File: src/rtl/opfetch_pkg.sv
package opfetch_pkg;

    typedef enum logic [1:0] {
        CLS_PLAIN    = 2'b00,
        CLS_INDIRECT = 2'b01,
        CLS_TBLMOVE  = 2'b10,
        CLS_MEMMOVE  = 2'b11
    } insn_cls_e;

    typedef enum logic [1:0] {
        ST_IDLE,
        ST_OWN,
        ST_GAP,
        ST_DONE
    } seq_state_e;

    // Words an instruction of each class occupies.
    function automatic logic [2:0] words_for(insn_cls_e cls);
        unique case (cls)
            CLS_PLAIN:    return 3'd2;
            CLS_INDIRECT: return 3'd3;
            CLS_TBLMOVE:  return 3'd4;
            CLS_MEMMOVE:  return 3'd3;
            default:      return 3'd2;
        endcase
    endfunction

endpackage

File: src/rtl/opfetch_wordbuf.sv
module opfetch_wordbuf
    import opfetch_pkg::*;
#(
    parameter int DW   = 32,
    parameter int MAXW = 4,
    parameter int CW   = 3
) (
    input  logic                clk,
    input  logic                rst_n,
    input  logic                clear,
    input  logic                beat_valid,
    input  logic [DW-1:0]       beat_data,
    output logic [MAXW*DW-1:0]  words,
    output logic [CW-1:0]       widx,
    output insn_cls_e           cls
);

    // One holding register per word slot.
    for (genvar i = 0; i < MAXW; i++) begin : g_slot
        always_ff @(posedge clk or negedge rst_n) begin
            if (!rst_n) begin
                words[i*DW +: DW] <= '0;
            end else if (clear) begin
                words[i*DW +: DW] <= '0;
            end else if (beat_valid && widx == CW'(i)) begin
                words[i*DW +: DW] <= beat_data;
            end
        end
    end

    always_ff @(posedge clk or negedge rst_n) begin
        if (!rst_n) begin
            widx <= '0;
            cls  <= CLS_PLAIN;
        end else if (clear) begin
            widx <= '0;
            cls  <= CLS_PLAIN;
        end else if (beat_valid && widx < CW'(MAXW)) begin
            widx <= widx + 1'b1;
            if (widx == '0) begin
                cls <= insn_cls_e'(beat_data[DW-1 -: 2]);
            end
        end
    end

endmodule

File: src/rtl/opfetch_decode.sv
module opfetch_decode
    import opfetch_pkg::*;
#(
    parameter int CW = 3
) (
    input  insn_cls_e      cls,
    output logic [CW-1:0]  need
);

    always_comb begin
        need = CW'(words_for(cls));
    end

endmodule

File: src/rtl/opfetch_ctrl.sv
module opfetch_ctrl
    import opfetch_pkg::*;
#(
    parameter int AW = 32,
    parameter int CW = 3
) (
    input  logic           clk,
    input  logic           rst_n,
    input  logic           start,
    input  logic [AW-1:0]  start_addr,
    input  logic           burst_en,
    input  logic           prefetch_en,
    input  logic           rd_done,
    input  logic [CW-1:0]  widx,
    input  logic [CW-1:0]  need,
    output logic           rd_req,
    output logic [AW-1:0]  rd_addr,
    output logic [1:0]     rd_len,
    output logic           clear,
    output logic           fetch_done
);

    seq_state_e     state, state_nx;
    logic [AW-1:0]  base_q;
    logic           burst_q;
    logic [CW-1:0]  remain;
    logic           more;

    assign remain = need - widx;
    assign more   = widx < need;

    // State register.
    always_ff @(posedge clk or negedge rst_n) begin
        if (!rst_n) begin
            state <= ST_IDLE;
        end else begin
            state <= state_nx;
        end
    end

    // Next state.
    always_comb begin
        state_nx = state;
        unique case (state)
            ST_IDLE: if (start)   state_nx = ST_OWN;
            ST_OWN:  if (rd_done) state_nx = ST_GAP;
            ST_GAP:  state_nx = more ? ST_OWN : ST_DONE;
            ST_DONE: state_nx = ST_IDLE;
            default: state_nx = ST_IDLE;
        endcase
    end

    // Outputs.
    always_comb begin
        rd_req     = (state == ST_OWN);
        fetch_done = (state == ST_DONE);
        clear      = (state == ST_IDLE) && start;
    end

    // Ownership address and length, loaded on entry to ST_OWN.
    always_ff @(posedge clk or negedge rst_n) begin
        if (!rst_n) begin
            base_q  <= '0;
            burst_q <= 1'b0;
            rd_addr <= '0;
            rd_len  <= 2'd1;
        end else if (state == ST_IDLE && start) begin
            base_q  <= start_addr;
            burst_q <= burst_en && !prefetch_en;
            rd_addr <= start_addr;
            rd_len  <= (burst_en && !prefetch_en) ? 2'd2 : 2'd1;
        end else if (state == ST_GAP && more) begin
            rd_addr <= base_q + (AW'(widx) << 2);
            rd_len  <= (burst_q && remain >= CW'(2)) ? 2'd2 : 2'd1;
        end
    end

endmodule

File: src/rtl/opfetch_seq.sv
module opfetch_seq
    import opfetch_pkg::*;
#(
    parameter int AW   = 32,
    parameter int DW   = 32,
    parameter int MAXW = 4,
    localparam int CW  = $clog2(MAXW + 1)
) (
    input  logic                clk,
    input  logic                rst_n,
    input  logic                start,
    input  logic [AW-1:0]       start_addr,
    input  logic                burst_en,
    input  logic                prefetch_en,
    output logic                rd_req,
    output logic [AW-1:0]       rd_addr,
    output logic [1:0]          rd_len,
    input  logic                rd_valid,
    input  logic [DW-1:0]       rd_data,
    input  logic                rd_done,
    output logic [MAXW*DW-1:0]  out_words,
    output logic [CW-1:0]       out_count,
    output logic                out_done
);

    logic           clear;
    logic [CW-1:0]  widx;
    logic [CW-1:0]  need;
    insn_cls_e      cls;

    opfetch_wordbuf #(.DW(DW), .MAXW(MAXW), .CW(CW)) u_buf (
        .clk        (clk),
        .rst_n      (rst_n),
        .clear      (clear),
        .beat_valid (rd_valid && rd_req),
        .beat_data  (rd_data),
        .words      (out_words),
        .widx       (widx),
        .cls        (cls)
    );

    opfetch_decode #(.CW(CW)) u_dec (
        .cls  (cls),
        .need (need)
    );

    opfetch_ctrl #(.AW(AW), .CW(CW)) u_ctrl (
        .clk         (clk),
        .rst_n       (rst_n),
        .start       (start),
        .start_addr  (start_addr),
        .burst_en    (burst_en),
        .prefetch_en (prefetch_en),
        .rd_done     (rd_done),
        .widx        (widx),
        .need        (need),
        .rd_req      (rd_req),
        .rd_addr     (rd_addr),
        .rd_len      (rd_len),
        .clear       (clear),
        .fetch_done  (out_done)
    );

    // Word count reported with the result; zero until the first word lands.
    assign out_count = (widx == '0) ? '0 : need;

endmodule

File: config.mk
export PLATFORM = sky130hd
export DESIGN_NAME = opfetch_seq
export DESIGN_NICKNAME = d
export VERILOG_FILES = /design/src/rtl/opfetch_pkg.sv /design/src/rtl/opfetch_wordbuf.sv /design/src/rtl/opfetch_decode.sv /design/src/rtl/opfetch_ctrl.sv /design/src/rtl/opfetch_seq.sv
export SDC_FILE = /design/constraint.sdc
export NUM_CORES = 1
export LEC_CHECK = 0
export ABC_AREA = 0
export BUFFER_PORTS_ARGS = -buffer_cell sky130_fd_sc_hd__clkbuf_2
export CORE_ASPECT_RATIO = 1.25
export CORE_MARGIN = 2
export CORE_UTILIZATION = 52
export CTS_CLUSTER_SIZE = 24
export DETAILED_ROUTE_END_ITERATION = 10
export GPL_TIMING_DRIVEN = 0
export PLACE_DENSITY = 0.79
export SLEW_MARGIN = 20
export SYNTH_ARGS = -nofsm -noshare
export SYNTH_HDL_FRONTEND = slang
export SYNTH_SLANG_ARGS = --single-unit
File: constraint.sdc
create_clock -name clk -period 3.3 [get_ports clk]
set_input_delay 0.165 -clock clk [delete_from_list [all_inputs] [get_ports clk]]
set_output_delay 0.165 -clock clk [all_outputs]
set_load 0.05 [all_outputs]
# After elaboration in Yosys (flattened, before gate mapping)
# Index checks and enable logic that the tools add are counted.
[word_totals]
n_memories = 0
ramBits = 0
romBits = 0
latchBits = 0
word_cells = 77
output_inout_bits = 167
ff_bits = 202
input_bits = 71
[op_classes]
n_bitwise = 0
multipliers = 0
n_shift = 0
reduce_logical = 24
n_addsub = 3
div_mod_pow = 0
n_mux = 25
magnitude_cmp = 3
eq_ne = 11
[op_table]
columns = ["cell", "n"]
rows = [
  ["$mux 32", 10],
  ["$add 32x5->32", 1],
  ["$mux 2", 10],
  ["$reduce_bool 2->1", 7],
  ["$logic_and 1x1->1", 10],
  ["$mux 3", 3],
  ["$pmux 3 s3", 1],
  ["$eq 2x2->1 const B", 4],
  ["$pmux 2 s4", 1],
  ["$eq 3x2->1 const B", 2],
  ["$eq 2x1->1 const B", 2],
  ["$logic_not 2->1", 2],
  ["$reduce_and 2->1", 2],
  ["$add 3x1->3 const B", 1],
  ["$eq 3x1->1 const B", 1],
  ["$ge 3x2->1 const B", 1],
  ["$logic_not 3->1", 1],
  ["$lt 3x3->1", 1],
  ["$lt 3x3->1 const B", 1],
  ["$sub 3x3->3", 1],
  ["$ne 2x1->1 const B", 1],
  ["$ne 2x2->1 const B", 1],
  ["$reduce_or 2->1", 1],
  ["$logic_not 1->1", 1],
]

# Longest topological paths before layout
[logic_depth]
ltp_word = 9
depth_mapped = 11
ltp_nobuf = 9

# Modules after synthesis
# From an unflattened synthesis, not the netlist that was laid out.
[unflattened]
hier_cells = 971
hier_area_um2 = 9062.4
[modules_own_cells]
columns = ["module", "cells_per_inst", "area_each_um2", "instances", "seq_area_each_um2"]
rows = [
  ["opfetch_wordbuf", 589, 5521.5, 1, 3328.2],
  ["opfetch_ctrl", 375, 3492.1, 1, 1727.9],
  ["opfetch_seq", 4, 32.5, 1, 0.0],
  ["opfetch_decode", 3, 16.3, 1, 0.0],
]

# Least setup slack after synthesis
# No wires, ideal clock.
[synth_path]
path_kind = "flip-flop to flip-flop"
from = "register u_buf.widx[1]"
to = "register u_ctrl.rd_addr[27]"
n_path_buf = 1
slack_ps = 987
path_stages_with_launch = 8
required_ps = 3230
arrival_ps = 2242
setup_ps = 70
synth_period_minus_slack_ps = 2313
path_cell_list = "dfrtp_1 > ha_1 > a211oi_1 > or4_1 > buf_2 > or4_4 > or3_1 > nand3_1"
[synth_via]
elab_chain_cells = 3
word_cells_on_any_way = 6
classes_between = "add/sub: 1; order compare: 1; mux: 2; reduce/logical: 2"
[synth_rtl]
columns = ["element", "line", "source"]
rows = [
  ["start, declared", "opfetch_wordbuf.sv:14", "output logic [CW-1:0] widx,"],
  ["start signal, assigned", "opfetch_wordbuf.sv:39", "widx <= widx + 1'b1;"],
  ["$add 32x5->32 / $lt 3x3->1 (equally long branches)", "opfetch_ctrl.sv:73, opfetch_ctrl.sv:30", ""],
  ["$mux 32 / $logic_and 1x1->1 (equally long branches)", "opfetch_ctrl.sv:72", "end else if (state == ST_GAP && more) begin"],
  ["$mux 32 / $reduce_bool 2->1 (equally long branches)", "-", ""],
  ["end signal, assigned", "opfetch_ctrl.sv:70", "rd_addr <= start_addr;"],
  ["end signal, assigned", "opfetch_ctrl.sv:73", "rd_addr <= base_q + (AW'(widx) << 2);"],
  ["end, declared", "opfetch_ctrl.sv:17", "output logic [AW-1:0] rd_addr,"],
]
# Parallel ways exist; a longest one is shown, timed or not. The select of a mux whose other input is x is not followed.
# A chain may end at the register's enable or synchronous reset.

# Worst setup path after layout
[layout_path]
from = "register u_buf.widx[0]"
to = "register u_ctrl.rd_addr[30]"
# The elaborated chain is that of the path after synthesis.

==> results.cfg <==
[logic_synthesis]
synth_compound_area_share_pct = 12.70
netlist.area_leader.share_pct = 58.27
async_flop_share_pct = 100.0
yosysWarnings = 0
syn_nets = 1014
syn_avg_cell_area_um2 = 9.282
yosysUniqueCellTypes = 47
ys_ff_latch = 202
synth-xor-area-share_pct = 2.841
synth_edf_count = 0
synthAdderAreaFrac_pct = 2.058
synth_area_leaders = dfrtp_1 58%, nand2_1 14%, o21ai_0 5.6%, a21oi_1 4.2%, clkbuf_1 2.0%
synth_cells = 930
ys_seq_area_share_pct = 58.57
synthMuxAreaShare_pct = 1.189
ys.flop_type = dfrtp_1
synth.cell_area_mm2 = 0.008632
synth_area_leader_cell = dfrtp_1
synth_top_family_by_area = simple AND/OR/NAND/NOR gates
synth-simple-area-share_pct = 19.60

[worst_setup_path]
crit_required_ns = 3.68
cp.arrival_ns = 3.30
cp_slowest_cell = nor3_1
path_cells = ha_1, fa_1, a21oi_1, nor3_1, nand4_1, xnor2_1, a221o_1
crit_path_end_kind = flop
cp-start-kind = flop
r2r_cells = 7
rrSetupSlack_ns = 0.38
crit_start = u_buf.widx[0]$_DFFE_PN0P_
r2r-start = u_buf.widx[0]$_DFFE_PN0P_
cp_num_buf_inv = 0
worstPathMaxFanout = 7
cp_top_family = simple AND/OR/NAND/NOR gates
r2r-end = u_ctrl.rd_addr[30]$_DFFE_PN0P_
worst_path_largest_cell_delay_ns = 0.87
criticalPathCategory = reg2reg

[detailed_routing]
num_vias = 8103
wl_per_cell_um = 17.93
drtIter0Drc = 684
ant_nets = 0
avgViaCountPerCell = 5.457
drt-pass1-iter-count = 5
drt-total-wl_mm = 26.63
drt_drc_violations_left = 0

[floorplan]
dieHeight_um = 148.1
coreArea_mm2 = 0.01620
rows = 52
start_util_pct = 53.28
die_area_mm2 = 0.01765
io_pins = 238
die_x_um = 119.2

[cells_and_area]
diodes = 0
syn_to_final_growth_pct = 33.06
nNetsFinal = 1339
drive_above_1_share_pct = 22.30
fin_util_pct = 70.90

[grt]
grt_max_degree = 96
grt_pass1_vias = 8207
grt_pass1_wl_mm = 42.18
grt_overflow = 0
gr-usage-all-layers_pct = 30.10
antenna_found_initial = 0

[min_path]
min_from = burst_en
hold_class = in2reg
min_path_cells = 3
whs_endpoint = u_ctrl.burst_q$_DFFE_PN0P_

[clock_network]
path_clk_slew_ns = 0.07
cts_sinks = 202
clock-root-buffer = clkbuf_16
cts_tree = done
h-tree-depth = 1
ctsResizeCount = 0
ctsHoldBuffers = 64
cts_buffer_depth = 3
cts_buffers = 20
clock_latency_ns = 0.49
post_cts_buffers = 0

[job]
maxCapViolations = 0

[run_status]
status = complete, no violations

[power_and_ir_drop]
leakage_nw = 5.711
vdd.ir_drop.worst_uv = 637.9
powerDensity_mw_per_mm2 = 1153

[sta]
fin_worst_skew_ns = 0.01263
final_hold_viol_count = 0
rsz0062_at_grt = false
hold_slack_ns = 0.02777
period_needed_ns = 2.915
tightest_slew_ns = 1.013
min_period_over_period_pct = 88.33
slew_headroom_pct = 31.97
slew_viol_final = 0
max_freq_mhz = 343.0
setup-violations-final = 0

[place]
hpwl_mm = 18.34
port_buffers = 237
gp_congestion = 0.8950
layout make-up:
| type | count | area [µm²] |
|---|---|---|
| sequential | 202 | 5056 |
| tap | 216 | 270.3 |
| timing repair buffer | 303 | 1891 |
| multi-input combinational | 662 | 3313 |
| inverter | 11 | 41.29 |
| fill | 1191 | 4715 |
| buffer | 55 | 221.5 |
| clock inverter | 9 | 115.1 |
| clock buffer | 27 | 578.1 |
how the worst max path moves through the flow:
stage                                     end  slack, ns  depth (start not counted)
5_1_grt        u_ctrl.rd_addr[30]$_DFFE_PN0P_       0.23                          7
3_5_place_dp   u_ctrl.rd_addr[30]$_DFFE_PN0P_       0.46                          7
4_1_cts        u_ctrl.rd_addr[21]$_DFFE_PN0P_       0.45                          7
3_3_place_gp    u_ctrl.rd_addr[6]$_DFFE_PN0P_      -1.77                          1
6_report       u_ctrl.rd_addr[30]$_DFFE_PN0P_       0.38                          7
2_1_floorplan  u_ctrl.rd_addr[27]$_DFFE_PN0P_       0.99                          7
layer usage:
metal	GRT usage, %	vias to the layer above	wire length (µm)
met3	5.406	63	2112
li1	-	3762	-
met2	52.93	425	13550
met5	0	-	0
met4	12.38	0	886
met1	36.66	3853	10080
worst min-delay path, delay by kind of cell:
| family | cells | cell delay (ns) |
|---|---|---|
| simple gates | 1 | 0.12 |
| compound gates | 1 | 0.10 |
| buf+inv | 1 | 0.08 |
Yosys cell counts, types with 4 or more instances:
| master | instances |
|---|---|
| nand2_1 | 325 |
| dfrtp_1 | 201 |
| o21ai_0 | 97 |
| a21oi_1 | 72 |
| clkbuf_1 | 45 |
| nor2_1 | 21 |
| xnor2_1 | 14 |
| xor2_1 | 14 |
| nand3_1 | 12 |
| ha_1 | 11 |
| inv_1 | 11 |
| a22oi_1 | 10 |
| nand4_1 | 10 |
| nor3_1 | 9 |
| mux2i_1 | 8 |
| and3_1 | 7 |
| nor4_1 | 7 |
| a21o_1 | 5 |
| buf_1 | 5 |
| o211ai_1 | 5 |
| and2_1 | 4 |
flip-flops by register name (all words and copies together), names as in the netlist:
name            cells
u_ctrl.burst_q      1
u_ctrl.base_q      32
u_ctrl.rd_len       2
u_ctrl.state        2
u_buf.cls           2
u_buf.words       128
u_buf.widx          3
u_ctrl.rd_addr     32
report_power, final:
group / internal [W] / leakage [nW] / switching, W
logic: 0.00157 / 2.78 / 0.00505
clock network: 0.00140 / 0.336 / 0.000988
registers: 0.00349 / 2.60 / 0.000737
cells by family (layout without fill, tap and decap cells):
logic type               after synthesis  after routing
buffers and inverters                 66            405
AO/OA/AOI/OAI                        201            201
adder cells (fa/ha/maj)               13             13
AND/OR/NAND/NOR                      410            410
flip-flops                           202            202
XOR/XNOR                              28             28
multiplexers                          10             10
layout by cell type, fill, tap and decap left out, drive strengths merged, types with 4 or more instances in the layout:
| cell | n |
|---|---|
| xnor2 | 14 |
| a21oi | 72 |
| o21ai | 97 |
| mux2i | 8 |
| nand3 | 12 |
| o211ai | 5 |
| nand4 | 11 |
| clkbuf | 309 |
| dlygate4sd3 | 64 |
| xor2 | 14 |
| and2 | 5 |
| dfrtp | 201 |
| ha | 11 |
| nor3 | 9 |
| a21o | 5 |
| a22oi | 10 |
| clkinv | 4 |
| and3 | 7 |
| inv | 12 |
| nand2 | 325 |
| nor2 | 21 |
| buf | 12 |
| nor4 | 7 |
through the flow:
step / worst slack [ns] / area [µm²] / TNS [ns] / instances / total power [W]
2_1_floorplan: 0.9874 / 8632 / 0 / 930 / 0.008920
3_3_place_gp: -1.771 / 10090 / -353.45 / 1383 / 0.01061
3_5_place_dp: 0.4600 / 10150 / 0 / 1385 / 0.01075
4_1_cts: 0.4537 / 11490 / 0 / 1485 / 0.01321
5_1_grt: 0.2291 / 11490 / 0 / 1485 / 0.01394
6_report: 0.3850 / 11490 / 0 / 1485 / 0.01324
(Power assumes the default switching activity.)
